**src/rtl/dmod_pkg.sv**
```systemverilog
package dmod_pkg;
    typedef enum logic [1:0] {
        ST_IDLE    = 2'd0,
        ST_SWALLOW = 2'd1,
        ST_MAIN    = 2'd2
    } div_state_e;
endpackage

```
**src/rtl/dmod_ratio_bank.sv**
```systemverilog
module dmod_ratio_bank #(
    parameter int N_W = 12,
    parameter int A_W = 7
) (
    input  logic           clk,
    input  logic           rst_n,
    input  logic           load,
    input  logic           acq_sync,
    input  logic           dual_in,
    input  logic [N_W-1:0] n_in,
    input  logic [A_W-1:0] a_in,
    input  logic           take,
    output logic           load_now,
    output logic           cand_fresh,
    output logic [N_W-1:0] cand_n,
    output logic [N_W-1:0] cand_a
);
    localparam int PADW = N_W - A_W;
    localparam logic [N_W-1:0] N_MIN = N_W'(2);

    logic [N_W-1:0] sh_n;
    logic [A_W-1:0] sh_a;
    logic           sh_dual;
    logic           pend;
    logic [N_W-1:0] raw_n;
    logic [N_W-1:0] raw_a;
    logic           raw_dual;
    logic [N_W-1:0] clamp_n;

    always_ff @(posedge clk or negedge rst_n) begin
        if (!rst_n) begin
            sh_n    <= '0;
            sh_a    <= '0;
            sh_dual <= 1'b0;
            pend    <= 1'b0;
        end else begin
            if (load) begin
                sh_n    <= n_in;
                sh_a    <= a_in;
                sh_dual <= dual_in;
            end
            if (load && (!acq_sync || take))
                pend <= 1'b0;
            else if (load)
                pend <= 1'b1;
            else if (take)
                pend <= 1'b0;
        end
    end

    always_comb begin
        load_now   = load && !acq_sync;
        cand_fresh = load || pend;
        raw_n      = load ? n_in : sh_n;
        raw_a      = load ? {{PADW{1'b0}}, a_in} : {{PADW{1'b0}}, sh_a};
        raw_dual   = load ? dual_in : sh_dual;
        clamp_n    = (raw_n < N_MIN) ? N_MIN : raw_n;
        cand_n     = clamp_n;
        if (!raw_dual)
            cand_a = '0;
        else if (raw_a > clamp_n)
            cand_a = clamp_n;
        else
            cand_a = raw_a;
    end

    p_shadow_hold_r11: assert property (@(posedge clk) disable iff (!rst_n)
        !load |=> ($stable(sh_n) && $stable(sh_a) && $stable(sh_dual)));
    p_pend_only_sync_r7: assert property (@(posedge clk) disable iff (!rst_n)
        (load && !acq_sync) |=> !pend);
endmodule

```
**src/rtl/dmod_div_fsm.sv**
```systemverilog
module dmod_div_fsm
    import dmod_pkg::*;
#(
    parameter int N_W = 12
) (
    input  logic           clk,
    input  logic           rst_n,
    input  logic           load_now,
    input  logic           cand_fresh,
    input  logic [N_W-1:0] cand_n,
    input  logic [N_W-1:0] cand_a,
    output logic           take,
    output logic           pulse,
    output logic           mod_rise
);
    localparam logic [N_W-1:0] ONE = N_W'(1);

    div_state_e     state;
    div_state_e     state_nx;
    logic [N_W-1:0] act_n;
    logic [N_W-1:0] act_a;
    logic [N_W-1:0] n_cnt;
    logic [N_W-1:0] a_cnt;
    logic           term;
    logic           restart;
    logic           use_cand;
    logic [N_W-1:0] src_n;
    logic [N_W-1:0] src_a;

    always_comb begin
        term     = (state != ST_IDLE) && (n_cnt == '0);
        restart  = load_now || (state == ST_IDLE && cand_fresh) || term;
        use_cand = load_now || cand_fresh;
        take     = restart && use_cand;
        src_n    = use_cand ? cand_n : act_n;
        src_a    = use_cand ? cand_a : act_a;
        state_nx = state;
        if (restart) begin
            state_nx = (src_a != '0) ? ST_SWALLOW : ST_MAIN;
        end else begin
            unique case (state)
                ST_IDLE:    state_nx = ST_IDLE;
                ST_SWALLOW: state_nx = (a_cnt == ONE) ? ST_MAIN : ST_SWALLOW;
                ST_MAIN:    state_nx = ST_MAIN;
                default:    state_nx = ST_IDLE;
            endcase
        end
    end

    always_ff @(posedge clk or negedge rst_n) begin
        if (!rst_n) begin
            state <= ST_IDLE;
            act_n <= '0;
            act_a <= '0;
            n_cnt <= '0;
            a_cnt <= '0;
        end else begin
            state <= state_nx;
            if (restart) begin
                act_n <= src_n;
                act_a <= src_a;
                n_cnt <= src_n - ONE;
                a_cnt <= src_a;
            end else if (state == ST_SWALLOW) begin
                n_cnt <= n_cnt - ONE;
                a_cnt <= a_cnt - ONE;
            end else if (state == ST_MAIN) begin
                n_cnt <= n_cnt - ONE;
            end
        end
    end

    always_comb begin
        pulse    = term;
        mod_rise = (state == ST_SWALLOW);
    end

    p_pulse_single_r2: assert property (@(posedge clk) disable iff (!rst_n)
        pulse |=> !pulse);
    p_mod_at_start_r3: assert property (@(posedge clk) disable iff (!rst_n)
        $rose(mod_rise) |-> $past(restart));
    p_swallow_bound_r4: assert property (@(posedge clk) disable iff (!rst_n)
        (state == ST_SWALLOW) |-> ((a_cnt != '0) && ({1'b0, a_cnt} <= {1'b0, n_cnt} + 1'b1)));
    p_ratio_floor_r5: assert property (@(posedge clk) disable iff (!rst_n)
        (state != ST_IDLE) |-> ((act_n >= N_W'(2)) && (n_cnt < act_n)));
    p_hold_active_r7: assert property (@(posedge clk) disable iff (!rst_n)
        !restart |=> ($stable(act_n) && $stable(act_a)));
endmodule

```
**src/rtl/dmod_mod_edge.sv**
```systemverilog
module dmod_mod_edge (
    input  logic clk,
    input  logic rst_n,
    input  logic fall_sel,
    input  logic mod_rise,
    output logic mod_out
);
    logic fall_q;

    always_ff @(negedge clk or negedge rst_n) begin
        if (!rst_n)
            fall_q <= 1'b0;
        else
            fall_q <= mod_rise;
    end

    always_comb mod_out = fall_sel ? fall_q : mod_rise;

    p_half_lag_r10: assert property (@(posedge clk) disable iff (!rst_n)
        fall_q == mod_rise);
endmodule

```
**src/rtl/dmod_fb_divider.sv**
```systemverilog
module dmod_fb_divider #(
    parameter int N_W = 12,
    parameter int A_W = 7
) (
    input  logic           fb_clk,
    input  logic           rst_n,
    input  logic           dual_sel,
    input  logic           acq_sync,
    input  logic           mod_fall_sel,
    input  logic [N_W-1:0] n_ratio,
    input  logic [A_W-1:0] a_ratio,
    input  logic           ratio_load,
    output logic           div_pulse,
    output logic           mod_ctl
);
    logic           load_now;
    logic           cand_fresh;
    logic [N_W-1:0] cand_n;
    logic [N_W-1:0] cand_a;
    logic           take;
    logic           mod_rise;

    dmod_ratio_bank #(.N_W(N_W), .A_W(A_W)) u_bank (
        .clk        (fb_clk),
        .rst_n      (rst_n),
        .load       (ratio_load),
        .acq_sync   (acq_sync),
        .dual_in    (dual_sel),
        .n_in       (n_ratio),
        .a_in       (a_ratio),
        .take       (take),
        .load_now   (load_now),
        .cand_fresh (cand_fresh),
        .cand_n     (cand_n),
        .cand_a     (cand_a)
    );

    dmod_div_fsm #(.N_W(N_W)) u_fsm (
        .clk        (fb_clk),
        .rst_n      (rst_n),
        .load_now   (load_now),
        .cand_fresh (cand_fresh),
        .cand_n     (cand_n),
        .cand_a     (cand_a),
        .take       (take),
        .pulse      (div_pulse),
        .mod_rise   (mod_rise)
    );

    dmod_mod_edge u_edge (
        .clk      (fb_clk),
        .rst_n    (rst_n),
        .fall_sel (mod_fall_sel),
        .mod_rise (mod_rise),
        .mod_out  (mod_ctl)
    );

    p_idle_quiet_r1: assert property (@(posedge fb_clk) disable iff (!rst_n)
        (!$past(ratio_load) && !$past(mod_rise) && !$past(div_pulse) && !mod_rise) |-> !mod_ctl);
endmodule

```
**config.mk**
```make
export PLATFORM = sky130hd
export DESIGN_NAME = dmod_fb_divider
export DESIGN_NICKNAME = d
export VERILOG_FILES = /design/src/rtl/dmod_pkg.sv /design/src/rtl/dmod_ratio_bank.sv /design/src/rtl/dmod_div_fsm.sv /design/src/rtl/dmod_mod_edge.sv /design/src/rtl/dmod_fb_divider.sv
export SDC_FILE = /design/constraint.sdc
export NUM_CORES = 1
export LEC_CHECK = 0
export ABC_AREA = 1
export BUFFER_PORTS_ARGS = -buffer_cell sky130_fd_sc_hd__buf_4
export CELL_PAD_IN_SITES_DETAIL_PLACEMENT = 1
export CELL_PAD_IN_SITES_GLOBAL_PLACEMENT = 1
export CORE_MARGIN = 2
export CORE_UTILIZATION = 48
export DETAILED_ROUTE_END_ITERATION = 10
export MAX_ROUTING_LAYER = met4
export PLACE_DENSITY = 0.93
export SKIP_CTS_REPAIR_TIMING = 1
export SYNTH_ARGS = -nofsm -noshare
export SYNTH_HDL_FRONTEND = slang
export SYNTH_SLANG_ARGS = --single-unit
```
**constraint.sdc**
```tcl
create_clock -name fb_clk -period 5.1 [get_ports fb_clk]
set_clock_uncertainty 0.05 [all_clocks]
set_input_delay 0.255 -clock fb_clk [delete_from_list [all_inputs] [get_ports fb_clk]]
set_output_delay 0.255 -clock fb_clk [all_outputs]
set_load 0.1 [all_outputs]
```
==> results.py, run 1 <==
metrics = {
    "run_status": {
        "run_status": "completed",
    },
    "clocking": {
        "clock_h_tree_levels": 3,
        "clock_buffer_count_from_cts": 9,
        "insertion_delay_ps": 350,
        "clk_root_buffer_cell": "sky130_fd_sc_hd__clkbuf_8",
        "worst_setup_hold_path_clk_slew_ps": 80,
        "max-clock-path-buffers": 2,
        "cts_tree": "built",
        "clock_sinks": 72,
    },
    "synthesis": {
        "synth_edf_count": 0,
        "postSynthRegisterBits": 72,
        "syn_area_per_cell_um2": 7.41,
        "postSynth.asyncResetShare": 1.00,
        "synth.yosys.warnings": 0,
        "post_synthesis_net_count": 593,
        "syn_inst": 557,
        "yosysUniqueCellTypes": 41,
        "synth.largest_area_cell": "sky130_fd_sc_hd__dfrtp_1",
        "synth.top_cell.area_share": 0.430,
        "synth_seq_area_share": 0.436,
        "synth_top_flop_cell": "sky130_fd_sc_hd__dfrtp_1",
        "netlist_area_um2": 4130,
        "synth.top_cells.by_area": "sky130_fd_sc_hd__dfrtp_1 (43%), sky130_fd_sc_hd__nand2_1 (15%), sky130_fd_sc_hd__inv_1 (8.3%)",
    },
    "timing": {
        "postLayoutSetupSlackWorst_ps": 1100,
        "worst_slew_margin_rel": 0.282,
        "rsz0062_at_grt": "no",
        "tns_ps": 0,
        "hold_viol": 0,
        "tightestPinTransition_ps": 1080,
        "report.final.setup_viol": 0,
        "final-max-slew-violation-count": 0,
    },
    "run": {
        "maxCapViolCount": 0,
    },
    "floorplanning": {
        "initial_core_util": 0.500,
        "die_w_um": 96.7,
        "die_h_um": 96.7,
        "core_area_um2": 8260,
        "die-area_um2": 9360,
        "num_io_pins": 27,
        "placementRows": 33,
    },
    "global_route": {
        "grt_max_degree": 54,
        "global_route_wire_length_before_repair_mm": 19.8,
        "grt-ovfl-total": 0,
        "antenna_violations_before_repair": 0,
        "grtUsageTotal": 0.269,
        "vias_in_the_first_global_route": 4045,
    },
    "power": {
        "static-leakage-power_nw": 2.40,
        "cellPowerDensity_nw_per_um2": 554,
        "power.ir.vdd_worst_mv": 0.258,
    },
    "setup_path": {
        "startpoint_type": "flop",
        "arrival_time_worst_endpoint_ps": 3690,
        "crit_fanout": 1,
        "critPathRequiredTime_ps": 4800,
        "crit_type": "reg -> out",
        "cp-end-kind": "primary output",
    },
    "detailed_routing": {
        "num_vias": 3769,
        "drt.antenna.violating_nets": 0,
        "final_wirelength_mm": 11.8,
        "detail_route.iter0.violations": 212,
        "routedWlPerCell_um": 17.1,
        "drt_pre_antenna_iters": 4,
        "post-route-drc-count": 0,
        "vias_per_cell": 5.45,
    },
    "layout": {
        "antenna_cells_inserted": 0,
        "mostFrequentLayoutCells": "sky130_fd_sc_hd__nand2_1 (161), sky130_fd_sc_hd__inv_1 (91), sky130_fd_sc_hd__dfrtp_1 (71)",
        "final_common_cell": "sky130_fd_sc_hd__nand2_1",
        "post_route_cells_drive_above_1_share": 0.128,
        "design.final.nets": 617,
        "syn_to_final_growth_pct": 12.5,
        "layout.area.seq_um2": 1800,
        "multiInputGateArea_um2": 1880,
        "fillers": 1063,
    },
    "placed_design": {
        "gp_routability_congestion": 0.965,
        "detailed_place_hpwl_mm": 8.05,
        "port-buffer-count": 26,
        "post-place-ws_ps": 1390,
    },
    "hold_path": {
        "hp-class": "in -> reg",
    },
}
==> per-stage QoR <==
stage,total power (W),hold slack [ps],utilization,cells,instance area (um2)
floorplan,0.00167,-90.6,-,557,4130
global placement,0.00188,102,0.532,674,4390
detailed placement,0.00196,109,0.532,674,4390
CTS,0.00257,-272,0.561,690,4630
global route,0.00276,130,0.562,691,4640
finish,0.00257,99.3,0.562,691,4640
==> sequential cells by signal (all words and copies together) (netlist names) <==
signal and cells:
u_fsm.act_n 12, u_bank.pend 1, u_fsm.state 2, u_fsm.a_cnt 12, u_bank.sh_a 7, u_edge.fall_q 1, u_fsm.n_cnt 12, u_bank.sh_n 12
u_fsm.act_a 12, u_bank.sh_dual 1
==> final timing paths <==
path / from / end / slack (ps) / cells after the start
worst max register to register: u_bank.pend / u_fsm.n_cnt[8] / 1420 / 17
worst max-delay path: u_edge.fall_q / mod_ctl / 1100 / 3
worst min register to register: u_bank.sh_n[0] / u_bank.sh_n[0] / 440 / 2
max in group asynchronous: rst_n / u_edge.fall_q / 2000 / 2
min in group asynchronous: rst_n / u_bank.sh_n[11] / 270 / 2
worst min-delay path: n_ratio[0] / u_bank.sh_n[0] / 100 / 3
==> final cells by class <==
class / instances / share of cell area
Multi-Input combinational cell: 373 / 0.405
Inverter: 95 / 0.0768
Clock inverter: 5 / 0.0224
Tap cell: 105 / 0.0283
Sequential cell: 72 / 0.388
Clock buffer: 11 / 0.0304
Timing Repair Buffer: 30 / 0.0490
==> worst max-delay path: stages (launching register included) <==
cell and delay, ps:
sky130_fd_sc_hd__dfrtn_1 390, sky130_fd_sc_hd__nand2_1 40, sky130_fd_sc_hd__o21ai_0 60, sky130_fd_sc_hd__buf_4 310
==> per-layer routing <==
layer  global-route usage  share of wire  up-vias
met3               0.0441          0.033       23
met2                0.449           0.51       72
met4               0.0780          0.018        0
li1                     -              -     1789
met5                    -              0        -
met1                0.340           0.44     1885
==> report_power, final <==
group | total, W | switching [W] | internal (W)
Combinational | 0.00112 | 0.000771 | 0.000354
Sequential | 0.000878 | 0.000110 | 0.000768
Clock | 0.000570 | 0.000231 | 0.000339
==> cell usage after synthesis, drive strengths merged (6+ instances only) <==
cell type and instances:
a21oi 11, xnor2 6, o21ai 55, xor2 6
buf 9, ha 11, nand2 170, inv 95
clkbuf 8, or2 8, dfrtp 71, nor2 45
nand3 31
==> cells by family (layout without fill, tap and decap cells) <==
kind of cell             after synthesis  after routing  synth area share
AO/OA/AOI/OAI                         83             83             0.113
XOR/XNOR                              12             12            0.0255
adder cells (fa/ha/maj)               11             11            0.0333
buffers and inverters                112            141             0.108
flip-flops                            72             72             0.436
AND/OR/NAND/NOR                      267            267             0.284
Note: power is estimated with default switching activity, not from simulation.
==> inputs of run 2 (changes only) <==
- CORE_UTILIZATION: 48 -> 45
- PLACE_DENSITY: 0.93 -> 0.88
- clock period: 5.1 -> 3.9 ns (I/O delays scaled with it)
==> run 2 against run 1 <==
  * Clock power grew 19%
  * Non-clock buffer count grew 2
  * Largest cell class unchanged
  * Sequential share of layout area grew 0.084 points
  * Critical endpoint unchanged
  * Combinational power grew 30%
  * Sequential power grew 30%
  * Critical path depth is the same
==> results.py, run 2 (synthesized netlist as in run 1, its figures left out) <==
metrics = {
    "detailed_routing": {
        "routedWlPerCell_um": 16.3,
        "detail_route.iter0.violations": 162,
        "highest-signal-layer": "met4",
        "num_vias": 3709,
        "post-route-drc-count": 0,
        "routed-wl-met3_um": 408,
        "drt_pre_antenna_iters": 6,
        "final_wirelength_mm": 11.3,
        "drt.antenna.violating_nets": 0,
        "vias_per_cell": 5.34,
        "met1Wirelength_mm": 5.03,
        "met2_wire_len_mm": 5.69,
    },
    "setup_path": {
        "crit_path_top_delay_cell": "sky130_fd_sc_hd__dfrtn_1",
        "critPathRequiredTime_ps": 3650,
        "ff2ff_setup_slack_ps": 850,
        "crit_fanout": 1,
        "number_of_logic_stages_on_the_critical_path_including_buffering": 3,
        "arrival_time_worst_endpoint_ps": 3090,
        "cp-end-kind": "primary output",
        "r2r_end": "u_fsm.n_cnt[8]",
        "crit_path_buf_inv_count": 1,
        "worst_r2r_startpoint": "u_fsm.state[0]",
        "worst_r2r_path_depth": 15,
        "crit_type": "reg -> out",
        "startpoint_type": "flop",
        "slowest_delay_ps": 380,
        "crit_path_cell_chain": "nand2_1 -> o21ai_0 -> buf_4",
        "cp_top_family": "flip-flops",
    },
    "layout": {
        "fillers": 1157,
        "design.final.nets": 619,
        "mostFrequentLayoutCells": "sky130_fd_sc_hd__nand2_1 (161), sky130_fd_sc_hd__inv_1 (91), sky130_fd_sc_hd__dfrtp_1 (71)",
        "syn_to_final_growth_pct": 12.3,
        "multiInputGateArea_um2": 1880,
        "final_common_cell": "sky130_fd_sc_hd__nand2_1",
        "post_route_cells_drive_above_1_share": 0.133,
        "layout.area.seq_um2": 1800,
        "layout.cell_area.non_filler_um2": 4630,
        "antenna_cells_inserted": 0,
    },
    "clocking": {
        "clk_root_buffer_cell": "sky130_fd_sc_hd__clkbuf_8",
        "clock_sinks": 72,
        "cts_tree": "built",
        "clock_h_tree_levels": 3,
        "worst_setup_hold_path_clk_slew_ps": 80,
        "insertion_delay_ps": 350,
        "clock_buffer_count_from_cts": 9,
        "max-clock-path-buffers": 2,
    },
    "timing": {
        "rsz0062_at_grt": "no",
        "hold_viol": 0,
        "report.final.setup_viol": 0,
        "worst_slew_margin_rel": 0.381,
        "final-max-slew-violation-count": 0,
        "tightestPinTransition_ps": 929,
        "tns_ps": 0,
    },
    "placed_design": {
        "detailed_place_hpwl_mm": 8.00,
        "gp_routability_congestion": 0.850,
        "port-buffer-count": 26,
        "placed_area_um2": 4420,
    },
    "floorplanning": {
        "initial_core_util": 0.469,
        "die-area_um2": 9960,
        "die_w_um": 99.8,
        "core_area_um2": 8810,
        "die_h_um": 99.8,
        "placementRows": 34,
        "num_io_pins": 27,
    },
    "hold_path": {
        "hp-class": "in -> async",
    },
    "power": {
        "static-leakage-power_nw": 2.40,
        "cellPowerDensity_nw_per_um2": 708,
        "power.ir.vdd_worst_mv": 0.308,
    },
    "global_route": {
        "antenna_violations_before_repair": 0,
        "global_route_wire_length_before_repair_mm": 19.1,
        "vias_in_the_first_global_route": 3934,
        "grt_max_degree": 72,
        "grtUsageTotal": 0.250,
        "grt-ovfl-total": 0,
    },
    "run": {
        "maxCapViolCount": 0,
    },
    "run_status": {
        "run_status": "completed",
    },
}
-- run 2: changes by cell type in the layout (fill, tap and decap cells not counted) --
cell	previous run	this run
sky130_fd_sc_hd__clkinvlp_4	0	1
sky130_fd_sc_hd__buf_4	29	32
sky130_fd_sc_hd__clkbuf_1	1	0
sky130_fd_sc_hd__dlygate4sd3_1	1	0
sky130_fd_sc_hd__bufinv_16	3	2
-- run 2: through the flow --
stage | utilization | hold WS (ps) | worst slack (ps) | instances | power, W
2_1_floorplan | - | -151 | 299 | 557 | 0.00218
3_3_place_gp | 0.501 | 405 | 795 | 680 | 0.00249
3_5_place_dp | 0.501 | 409 | 596 | 680 | 0.00258
4_1_cts | 0.526 | 68.1 | 552 | 695 | 0.00328
5_1_grt | 0.526 | 70.2 | 509 | 695 | 0.00355
6_report | 0.526 | 16.3 | 567 | 695 | 0.00328
-- run 2: routing by layer --
metal / vias up / global-route usage
li1: 1783 / -
met1: 1836 / 0.309
met2: 74 / 0.420
met3: 16 / 0.0522
met4: 0 / 0.0674
met5: - / -
-- run 2: cell type report --
| type | count | area share |
|---|---|---|
| Clock inverter | 5 | 0.0175 |
| Sequential cell | 72 | 0.389 |
| Timing Repair Buffer | 32 | 0.0518 |
| Multi-Input combinational cell | 373 | 0.406 |
| Inverter | 95 | 0.0769 |
| Clock buffer | 10 | 0.0297 |
| Tap cell | 108 | 0.0292 |
-- run 2: worst max path at each step --
stage,startpoint,to,slack [ps]
after floorplan,u_edge.fall_q,mod_ctl,300
final,u_edge.fall_q,mod_ctl,570
after global routing,u_edge.fall_q,mod_ctl,510
after CTS,u_edge.fall_q,mod_ctl,550
after global placement,ratio_load,u_fsm.state[0],800
after detailed placement,ratio_load,u_fsm.state[0],600
-- run 2: power by group --
part | switching [W] | internal [W] | total [W]
sequential | 0.000138 | 0.00100 | 0.00114
clock | 0.000302 | 0.000374 | 0.000676
combinational | 0.000991 | 0.000471 | 0.00146
total | 0.00143 | 0.00185 | 0.00328
